## config.mk

```make
export PLATFORM = sky130hd
export DESIGN_NAME = fan_commutator
export DESIGN_NICKNAME = d
export VERILOG_FILES = /design/src/rtl/fan_pkg.sv /design/src/rtl/fan_sync.sv /design/src/rtl/fan_seq.sv /design/src/rtl/fan_bridge.sv /design/src/rtl/fan_commutator.sv
export SDC_FILE = /design/constraint.sdc
export NUM_CORES = 1
export LEC_CHECK = 0
export BUFFER_PORTS_ARGS = -buffer_cell sky130_fd_sc_hd__buf_2
export CORE_MARGIN = 4
export CORE_UTILIZATION = 55
export CTS_BUF_LIST = sky130_fd_sc_hd__clkbuf_4 sky130_fd_sc_hd__clkbuf_8 sky130_fd_sc_hd__clkbuf_16
export CTS_CLUSTER_DIAMETER = 30
export DETAILED_ROUTE_END_ITERATION = 7
export GPL_TIMING_DRIVEN = 0
export PLACE_DENSITY = 0.74
export REMOVE_ABC_BUFFERS = 1
export SLEW_MARGIN = 15
export SYNTH_ARGS = -nofsm -noshare
export SYNTH_HDL_FRONTEND = slang
export SYNTH_SLANG_ARGS = --single-unit
```

## constraint.sdc

```tcl
create_clock -name clk -period 6.3 [get_ports clk]
set_input_delay 0.63 -clock clk [delete_from_list [all_inputs] [get_ports clk]]
set_output_delay 0.63 -clock clk [all_outputs]
set_load 0.1 [all_outputs]
```

## src/rtl/fan_pkg.sv

```systemverilog
// Shared types for the fan commutation core.
// Assumes: legs use a two-bit encoding read by an external output stage.
package fan_pkg;
    typedef enum logic [1:0] {
        DRV_OFF  = 2'b00,
        DRV_LOW  = 2'b01,
        DRV_HIGH = 2'b10
    } drv_t;

    typedef enum logic [1:0] {
        M_STBY = 2'b00,
        M_KICK = 2'b01,
        M_RUN  = 2'b10,
        M_LOCK = 2'b11
    } mode_t;
endpackage

```

## src/rtl/fan_sync.sv

```systemverilog
// Two-flop synchronizer for a bundle of asynchronous control inputs.
// Assumes: each bit is independent; no bundle coherency is needed.
module fan_sync #(
    parameter int W = 3
) (
    input  logic         clk,
    input  logic         rst_n,
    input  logic [W-1:0] d,
    output logic [W-1:0] q
);
    logic [W-1:0] meta;

    // Capture then re-register each input bit.
    always_ff @(posedge clk) begin
        if (!rst_n) begin
            meta <= '0;
            q    <= '0;
        end else begin
            meta <= d;
            q    <= meta;
        end
    end
endmodule

```

## src/rtl/fan_seq.sv

```systemverilog
// Mode sequencer: standby, kick, run and lock-off, with the lock window,
// the retry pause, the kick limit and the standby delay counters.
// Assumes: synchronized inputs; LOCK_ON_CYC > KICK_MAX_CYC.
module fan_seq
    import fan_pkg::*;
#(
    parameter int LOCK_ON_CYC  = 75_000_000,
    parameter int LOCK_OFF_CYC = 750_000_000,
    parameter int KICK_MAX_CYC = 12_500_000,
    parameter int STBY_CYC     = 93_750
) (
    input  logic  clk,
    input  logic  rst_n,
    input  logic  hall_s,
    input  logic  pwm_s,
    output mode_t mode
);
    localparam int MD_MAX = (LOCK_OFF_CYC > KICK_MAX_CYC) ? LOCK_OFF_CYC : KICK_MAX_CYC;
    localparam int LW = $clog2(LOCK_ON_CYC + 1);
    localparam int MW = $clog2(MD_MAX + 1);
    localparam int SW = $clog2(STBY_CYC + 1);

    logic          hall_q;
    logic          hall_edge;
    logic [LW-1:0] lk_cnt;
    logic [MW-1:0] md_cnt;
    logic [SW-1:0] lo_cnt;
    logic          lk_expired;
    mode_t         nxt;

    assign hall_edge  = hall_s ^ hall_q;
    assign lk_expired = (lk_cnt == LW'(LOCK_ON_CYC - 1)) && !hall_edge;

    // Next-mode decision from the timers and inputs.
    always_comb begin
        nxt = mode;
        case (mode)
            M_STBY: if (pwm_s) nxt = M_KICK;
            M_KICK: begin
                if (lk_expired)
                    nxt = M_LOCK;
                else if (hall_edge || md_cnt == MW'(KICK_MAX_CYC - 1))
                    nxt = M_RUN;
            end
            M_RUN:  if (lk_expired) nxt = M_LOCK;
            M_LOCK: begin
                if (lo_cnt == SW'(STBY_CYC))
                    nxt = M_STBY;
                else if (md_cnt == MW'(LOCK_OFF_CYC - 1))
                    nxt = M_KICK;
            end
            default: nxt = M_STBY;
        endcase
    end

    // Mode register and Hall history.
    always_ff @(posedge clk) begin
        if (!rst_n) begin
            mode   <= M_STBY;
            hall_q <= 1'b0;
        end else begin
            mode   <= nxt;
            hall_q <= hall_s;
        end
    end

    // Dwell counter for kick length and retry pause, cleared on mode change.
    always_ff @(posedge clk) begin
        if (!rst_n || nxt != mode || !(mode == M_KICK || mode == M_LOCK))
            md_cnt <= '0;
        else
            md_cnt <= md_cnt + 1'b1;
    end

    // Lock window: cleared on kick entry, on each Hall transition and outside drive.
    always_ff @(posedge clk) begin
        if (!rst_n || hall_edge || (nxt == M_KICK && mode != M_KICK)
            || !(mode == M_KICK || mode == M_RUN))
            lk_cnt <= '0;
        else
            lk_cnt <= lk_cnt + 1'b1;
    end

    // Saturating count of cycles with PWM held low.
    always_ff @(posedge clk) begin
        if (!rst_n || pwm_s)
            lo_cnt <= '0;
        else if (lo_cnt != SW'(STBY_CYC))
            lo_cnt <= lo_cnt + 1'b1;
    end

    AST_STBY_WAKE: assert property (@(posedge clk) disable iff (!rst_n)
        (mode == M_STBY && pwm_s) |=> mode == M_KICK);
    AST_RUN_NO_STBY: assert property (@(posedge clk) disable iff (!rst_n)
        (mode == M_RUN) |=> mode != M_STBY);
    AST_LOCK_ON_TIMEOUT: assert property (@(posedge clk) disable iff (!rst_n)
        (mode == M_LOCK && $past(mode) != M_LOCK) |-> $past(lk_cnt) == LW'(LOCK_ON_CYC - 1));
endmodule

```

## src/rtl/fan_bridge.sv

```systemverilog
// Output encoder: maps mode, Hall polarity, PWM and thermal flag onto the
// two leg states and the open-drain FG/RD controls.
// Assumes: inputs already synchronized; legs are never both HIGH.
module fan_bridge
    import fan_pkg::*;
(
    input  logic  clk,
    input  logic  rst_n,
    input  mode_t mode,
    input  logic  hall_s,
    input  logic  pwm_s,
    input  logic  tsd_s,
    output drv_t  leg [2],
    output logic  fg_pull,
    output logic  rd_pull
);
    logic active;
    logic full;

    assign active = (mode == M_KICK || mode == M_RUN) && !tsd_s;
    assign full   = (mode == M_KICK) || pwm_s;

    // One encoder per leg; leg 0 sources on polarity 1, leg 1 on polarity 0.
    for (genvar g = 0; g < 2; g++) begin : g_leg
        logic src;
        assign src = (g == 0) ? hall_s : !hall_s;
        always_comb begin
            if (!active)    leg[g] = DRV_OFF;
            else if (!full) leg[g] = DRV_LOW;
            else if (src)   leg[g] = DRV_HIGH;
            else            leg[g] = DRV_LOW;
        end
    end

    // Open-drain controls from mode and Hall polarity.
    assign fg_pull = (mode != M_STBY) && hall_s;
    assign rd_pull = (mode != M_LOCK);

    AST_NO_SHOOT_THRU: assert property (@(posedge clk) disable iff (!rst_n)
        !(leg[0] == DRV_HIGH && leg[1] == DRV_HIGH));
    AST_TSD_RELEASE: assert property (@(posedge clk) disable iff (!rst_n)
        tsd_s |-> (leg[0] == DRV_OFF && leg[1] == DRV_OFF));
    AST_STBY_QUIET: assert property (@(posedge clk) disable iff (!rst_n)
        (mode == M_STBY) |-> (leg[0] == DRV_OFF && !fg_pull && rd_pull));
endmodule

```

## src/rtl/fan_commutator.sv

```systemverilog
// Top of the single-phase fan commutation core: synchronizes the inputs,
// sequences the modes and encodes the bridge and status outputs.
// Assumes: one clock domain; all timing parameters are in clock cycles.
module fan_commutator
    import fan_pkg::*;
#(
    parameter int LOCK_ON_CYC  = 75_000_000,
    parameter int LOCK_OFF_CYC = 750_000_000,
    parameter int KICK_MAX_CYC = 12_500_000,
    parameter int STBY_CYC     = 93_750
) (
    input  logic       clk,
    input  logic       rst_n,
    input  logic       hall_in,
    input  logic       pwm_in,
    input  logic       tsd_in,
    output logic [1:0] out1_drv,
    output logic [1:0] out2_drv,
    output logic       fg_pull,
    output logic       rd_pull
);
    logic [2:0] sync_q;
    mode_t      mode;
    drv_t       leg [2];

    fan_sync #(.W(3)) u_sync (
        .clk   (clk),
        .rst_n (rst_n),
        .d     ({tsd_in, pwm_in, hall_in}),
        .q     (sync_q)
    );

    fan_seq #(
        .LOCK_ON_CYC  (LOCK_ON_CYC),
        .LOCK_OFF_CYC (LOCK_OFF_CYC),
        .KICK_MAX_CYC (KICK_MAX_CYC),
        .STBY_CYC     (STBY_CYC)
    ) u_seq (
        .clk    (clk),
        .rst_n  (rst_n),
        .hall_s (sync_q[0]),
        .pwm_s  (sync_q[1]),
        .mode   (mode)
    );

    fan_bridge u_bridge (
        .clk     (clk),
        .rst_n   (rst_n),
        .mode    (mode),
        .hall_s  (sync_q[0]),
        .pwm_s   (sync_q[1]),
        .tsd_s   (sync_q[2]),
        .leg     (leg),
        .fg_pull (fg_pull),
        .rd_pull (rd_pull)
    );

    assign out1_drv = leg[0];
    assign out2_drv = leg[1];

    AST_LOCK_OPEN: assert property (@(posedge clk) disable iff (!rst_n)
        (mode == M_LOCK) |-> (out1_drv == 2'b00 && out2_drv == 2'b00 && !rd_pull));
endmodule

```

==> flow_metrics.env, run 1 <==
export IMPL_first_pass_iters=4
export IMPL_die_w_um=95.9
export IMPL_grt_max_degree=31
export IMPL_final_max_slew_viol_count=0
export IMPL_area_growth_pct=8.61
export IMPL_p_leak_nw=1.38
export IMPL_fin_nets=480
export IMPL_drive_gt1_frac=0.163
export IMPL_fin_crit_ps=3020
export IMPL_clkTransAtPathRegs_ps=90
export IMPL_p_sw_mw=0.317
export IMPL_synth_async_reset_ratio=0
export IMPL_crit_path_top_delay_cell="and3_2"
export IMPL_synthXorXnorAreaFrac=0.136
export IMPL_synth_mux_area_frac=0
export IMPL_synth_compound_area_share=0.0419
export IMPL_diodes=0
export IMPL_crit_family="simple AND/OR/NAND/NOR gates"
export IMPL_arrival_ps=3230
export IMPL_post_cts_buffers=0
export IMPL_power_density_mw_per_mm2=225
export IMPL_crit_chain="ha_1 > and4b_1 > nand4_1 > and2_1 > a221oi_2 > and3_2 > nor4_2"
export IMPL_cts_sinks=83
export IMPL_p_clk_frac=0.342
export IMPL_outcome="complete, no violations"
export IMPL_ys_seq_area_frac=0.391
export IMPL_worstSetupPathType="flip-flop to flip-flop"
export IMPL_ys_ff_latch=83
export IMPL_setup_tns_final_ps=0
export IMPL_placed_area_sq_mm=0.00442
export IMPL_combPwrFrac=0.140
export IMPL_die_h_um=95.9
export IMPL_fill_cells=632
export IMPL_ctsResizeCount=0
export IMPL_fin_ws_ps=3280
export IMPL_use_met3=0.0485
export IMPL_max_slew_worst_pin_slew_ps=1010
export IMPL_endpoint_kind="flip-flop"
export IMPL_numCtsBuffers=9
export IMPL_worstSkewPairLatency_ps=360
export IMPL_layout_commonest_cell="dfxtp_1"
export IMPL_synthAdderAreaFrac=0.0236
export IMPL_synth_top_family_by_area="simple AND/OR/NAND/NOR gates"
export IMPL_critical_path_buf_inv_count=0
export IMPL_max_slew_margin=0.328
export IMPL_cts_root_buf="clkbuf_8"
export IMPL_globalRouteMet1Util=0.233
export IMPL_skew_ps=13.3
export IMPL_irDropWorstVdd_mv=0.121
export IMPL_gr_total_overflow=0
export IMPL_stdcell_area_sq_mm=0.00461
export IMPL_rsz0062_at_grt="no"
export IMPL_setup_viol=0
export IMPL_placed_cells=555
export IMPL_cts_tree="yes"
export IMPL_syn_area_per_cell_sq_um=9.29
export IMPL_ys_types=44
export IMPL_pre_cts_ws_ps=3270
export IMPL_max_cap_violations=0
export IMPL_routabilityCongestion=0.815
export IMPL_core_area_sq_mm=0.00737
export IMPL_min_period_over_period=0.479
export IMPL_wirelength_um=8050
export IMPL_hold_class="flip-flop to flip-flop"
export IMPL_yosysWarnings=0
export IMPL_start_util=0.576
export IMPL_mostFrequentLayoutCells="83 x dfxtp_1, 39 x xor2_1, 37 x nor2_1, 36 x nor3_1, 30 x nor4_2"
export IMPL_grt_pass1_vias=3163
export IMPL_h_tree_depth=3
export IMPL_drt_iter0_markers=115
export IMPL_yosys_area_share_simple=0.372
export IMPL_p_int_mw=0.719
export IMPL_hpwlAfterDp_um=5610
export IMPL_finalNonFillerCells=571
export IMPL_ant_nets=0
export IMPL_portBuffers=10
export IMPL_cts_hold_buf=0
export IMPL_critPathMaxStageDelay_ps=910
export IMPL_hold_violations=0
export IMPL_via_per_inst=5.72
export IMPL_drc=0
export IMPL_syn_inst=457
export IMPL_max_freq_mhz=331
export IMPL_grt_pass1_wl_um=14000
export IMPL_finalPower_mw=1.04
export IMPL_grt_util_all_layers=0.188
export IMPL_worst_setup_path_start_kind="flip-flop"
export IMPL_netlist_area_sq_mm=0.00425
export IMPL_antenna_found_initial=0
export IMPL_ys_flop_type="dfxtp_1"
export IMPL_vias=3268
export IMPL_wl_per_cell_um=14.1
export IMPL_cp_max_fo=30
export IMPL_rows=31
export IMPL_ioPinCount=11
export IMPL_met2_usage=0.322
export IMPL_cts_buffer_depth=2
export IMPL_dieArea_sq_mm=0.00919
export IMPL_seqPwrFrac=0.517
export IMPL_critical_path_required_ps=6510
export IMPL_p_sw_frac=0.306
export IMPL_synth_edff_count=0
export IMPL_busiest_layer="met2"
[path summary, 6_finish.rpt]
check | start | to | slack [ps] | cells past startpoint
setup reg to reg | u_seq.lo_cnt[1]$_SDFFE_PP0N_ | u_seq.md_cnt[5]$_SDFF_PP0_ | 3280 | 7
setup / recovery | u_seq.lo_cnt[1]$_SDFFE_PP0N_ | u_seq.md_cnt[5]$_SDFF_PP0_ | 3280 | 7
hold reg to reg | u_sync.meta[1]$_SDFF_PN0_ | u_sync.q[1]$_SDFF_PN0_ | 440 | 1
hold / removal | u_sync.meta[1]$_SDFF_PN0_ | u_sync.q[1]$_SDFF_PN0_ | 440 | 1
[state kept, by name (all words and copies together) (netlist names)]
signal,cells
u_seq.lk_cnt,27
u_seq.md_cnt,30
u_seq.mode,2
u_seq.lo_cnt,17
u_sync.meta,3
u_sync.q,3
u_seq.hall_q,1
[final cells by class]
| cell class | count | area, sq um | area share |
|---|---|---|---|
| inverter | 11 | 41.3 | 0.00896 |
| timing repair buffer | 20 | 144 | 0.0312 |
| tap | 99 | 124 | 0.0269 |
| multi-input combinational | 342 | 2460 | 0.533 |
| clock buffer | 9 | 124 | 0.0269 |
| clock inverter | 7 | 58.8 | 0.0128 |
| sequential | 83 | 1660 | 0.360 |
[through the flow]
step	utilization	hold WS [ps]
2_1_floorplan	-	412
3_3_place_gp	0.585	415
3_5_place_dp	0.600	417
4_1_cts	0.625	437
5_1_grt	0.626	468
6_report	0.626	436
[synthesized netlist by cell type, drive strengths merged (2+ instances only)]
cell type | instances | area, sq um
nor2 | 37 | 139
nor2b | 3 | 18.8
nor3 | 37 | 190
nand2 | 27 | 101
o21ai | 7 | 35.0
ha | 8 | 100
or2 | 2 | 12.5
nor4bb | 5 | 50.1
nand4 | 26 | 163
dfxtp | 83 | 1660
clkbuf | 12 | 45.0
nand2b | 4 | 25.0
a21oi | 7 | 38.8
nor4b | 4 | 50.1
and2 | 12 | 75.1
nor3b | 3 | 22.5
and3 | 8 | 52.6
inv | 11 | 41.3
and4b | 2 | 20.0
xnor2 | 27 | 236
buf | 9 | 63.8
and4 | 7 | 61.3
or4 | 2 | 15.0
nor4 | 34 | 418
or4b | 2 | 20.0
or3 | 3 | 18.8
nand3 | 25 | 125
o211ai | 2 | 15.0
o21a | 2 | 15.0
xor2 | 39 | 342
[power by group through the flow]
stage | combinational, mW | clock [mW] | sequential, mW
after floorplan | 0.0959 | 0 | 0.547
after global placement | 0.120 | 0 | 0.548
after detailed placement | 0.147 | 0 | 0.549
after CTS | 0.147 | 0.365 | 0.536
after global routing | 0.158 | 0.390 | 0.537
final | 0.146 | 0.355 | 0.536
[kinds of logic after synthesis]
| kind of cell | Yosys count |
|---|---|
| AND/OR/NAND/NOR | 243 |
| flip-flops | 83 |
| XOR/XNOR | 66 |
| buffers and inverters | 32 |
| AO/OA/AOI/OAI | 25 |
| adder cells (fa/ha/maj) | 8 |
[per-layer routing]
layer	routed length, um	vias to the layer above
li1	-	1672
met1	3750	1535
met2	3960	49
met3	221	12
met4	116	0
met5	0	-
Power figures use the tool's default switching activity.
==> run 2: changes to the inputs <==
==> constraint.sdc (replaced) <==
create_clock -name clk -period 3.05 [get_ports clk]
set_input_delay 0.305 -clock clk [delete_from_list [all_inputs] [get_ports clk]]
set_output_delay 0.305 -clock clk [all_outputs]
set_load 0.1 [all_outputs]
==> run 2 against run 1 <==
Power increased by 110%. Global-route usage about the same. Worst hold slack got worse by 280 ps. Die area unchanged. Clock-buffer cell count unchanged. Critical path type unchanged.
==> flow_metrics.env, run 2 (synthesis results as in run 1) <==
export IMPL_rows=31
export IMPL_setup_viol=0
export IMPL_grt_max_degree=31
export IMPL_layout_commonest_cell="dfxtp_1"
export IMPL_pre_cts_ws_ps=20.0
export IMPL_top_regs="u_seq.md_cnt (30), u_seq.lk_cnt (27), u_seq.lo_cnt (17)"
export IMPL_cts_sinks=83
export IMPL_worstSkewPairLatency_ps=360
export IMPL_vias=3281
export IMPL_fin_crit_ps=2800
export IMPL_via_per_inst=5.73
export IMPL_irDropWorstVdd_mv=0.251
export IMPL_finalPower_mw=2.16
export IMPL_grt_pass1_wl_um=14000
export IMPL_area_growth_pct=9.31
export IMPL_final_max_slew_viol_count=0
export IMPL_portBuffers=10
export IMPL_largest_reg_flops=30
export IMPL_hold_class="input port to flip-flop"
export IMPL_max_slew_margin=0.329
export IMPL_max_slew_worst_pin_slew_ps=1000
export IMPL_fin_ws_ps=253
export IMPL_arrival_ps=3010
export IMPL_mostFrequentLayoutCells="83 x dfxtp_1, 39 x xor2_1, 37 x nor2_1, 36 x nor3_1, 30 x nor4_2"
export IMPL_ioPinCount=11
export IMPL_hpwlAfterDp_um=5610
export IMPL_cp_max_fo=10
export IMPL_whs_ps=160
export IMPL_numCtsBuffers=9
export IMPL_drc=0
export IMPL_fin_nets=482
export IMPL_dieArea_sq_mm=0.00919
export IMPL_worstSetupPathType="flip-flop to flip-flop"
export IMPL_diodes=0
export IMPL_min_period_over_period=0.917
export IMPL_endpoint_kind="flip-flop"
export IMPL_max_cap_violations=0
export IMPL_drive_gt1_frac=0.167
export IMPL_wirelength_um=8160
export IMPL_start_util=0.576
export IMPL_antenna_found_initial=0
export IMPL_ant_nets=0
export IMPL_postLayoutCoreUtil=0.630
export IMPL_h_tree_depth=3
export IMPL_gr_total_overflow=0
export IMPL_top_register="u_seq.md_cnt"
export IMPL_cts_root_buf="clkbuf_8"
export IMPL_power_density_mw_per_mm2=465
export IMPL_critical_path_required_ps=3260
export IMPL_rsz0062_at_grt="no"
export IMPL_first_pass_iters=5
export IMPL_worst_setup_path_start_kind="flip-flop"
export IMPL_skew_ps=15.0
export IMPL_die_w_um=95.9
export IMPL_wl_per_cell_um=14.2
export IMPL_grt_pass1_vias=3164
export IMPL_hold_violations=0
export IMPL_max_freq_mhz=358
export IMPL_cts_hold_buf=0
export IMPL_die_h_um=95.9
export IMPL_p_leak_nw=1.39
export IMPL_routabilityCongestion=0.815
export IMPL_outcome="complete, no violations"
export IMPL_grt_util_all_layers=0.188
export IMPL_drt_iter0_markers=119
export IMPL_cts_tree="yes"
export IMPL_clkTransAtPathRegs_ps=90
export IMPL_cts_buffer_depth=2
export IMPL_core_area_sq_mm=0.00737
==> run 2: changes by cell type in the layout (fill, tap and decap cells not counted) <==
| cell | delta |
|---|---|
| a221oi_4 | +1 |
| and3_2 | -1 |
| buf_4 | +2 |
| a221oi_2 | -1 |
| and3_4 | +1 |
==> run 2: power breakdown <==
part	total, mW	internal [mW]	switching, mW	leakage [nW]
Sequential	1.11	1.09	0.0134	0.670
Combinational	0.316	0.0932	0.223	0.632
Clock	0.732	0.307	0.425	0.0868
==> run 2: what timing repair did <==
action                                 4_1_cts  5_1_grt
cloned                                       0        0
setup endpoints to repair                    1       16
endpoints found under the hold margin        0        0
setup buffers                                0        2
gates resized for setup                      1        1
pin swaps                                    0        2
==> run 2: final timing paths <==
path / slack (ps) / to / start / depth (start not counted)
hold / removal: 160 / u_sync.meta[1]$_SDFF_PN0_ / pwm_in / 2
setup / recovery: 250 / u_seq.lk_cnt[24]$_SDFF_PP0_ / u_seq.md_cnt[0]$_SDFF_PP0_ / 9
hold reg to reg: 440 / u_sync.q[1]$_SDFF_PN0_ / u_sync.meta[1]$_SDFF_PN0_ / 1
setup reg to reg: 250 / u_seq.lk_cnt[24]$_SDFF_PP0_ / u_seq.md_cnt[0]$_SDFF_PP0_ / 9
==> run 2: layout make-up <==
cell class	count	area (sq um)
clock buffer	9	124
clock inverter	7	58.8
fill	628	2730
inverter	11	41.3
multi-input combinational	342	2470
sequential	83	1660
tap	99	124
timing repair buffer	22	159
==> run 2: worst max-delay path: stages, from the launching register on <==
cell and delay (ps):
dfxtp_1 400, ha_1 220, and4_1 280, nand4_1 240, o21ai_0 390, a221oi_4 170, nor4_4 520, buf_6 220
buf_6 140, nor3_1 60
==> run 2: metrics by stage <==
step	cells	setup TNS, ps	cell area (sq um)
6_report	573	0	4640
5_1_grt	573	0	4640
4_1_cts	571	0	4610
3_5_place_dp	555	0	4420
3_3_place_gp	545	-42580	4310
2_1_floorplan	436	-20130	4140
==> run 2: layer usage <==
| metal | share of wire | GRT usage |
|---|---|---|
| met1 | 0.45 | 0.233 |
| met2 | 0.51 | 0.322 |
| met3 | 0.026 | 0.0477 |
| met4 | 0.011 | 0.0557 |
| met5 | 0 | 0 |
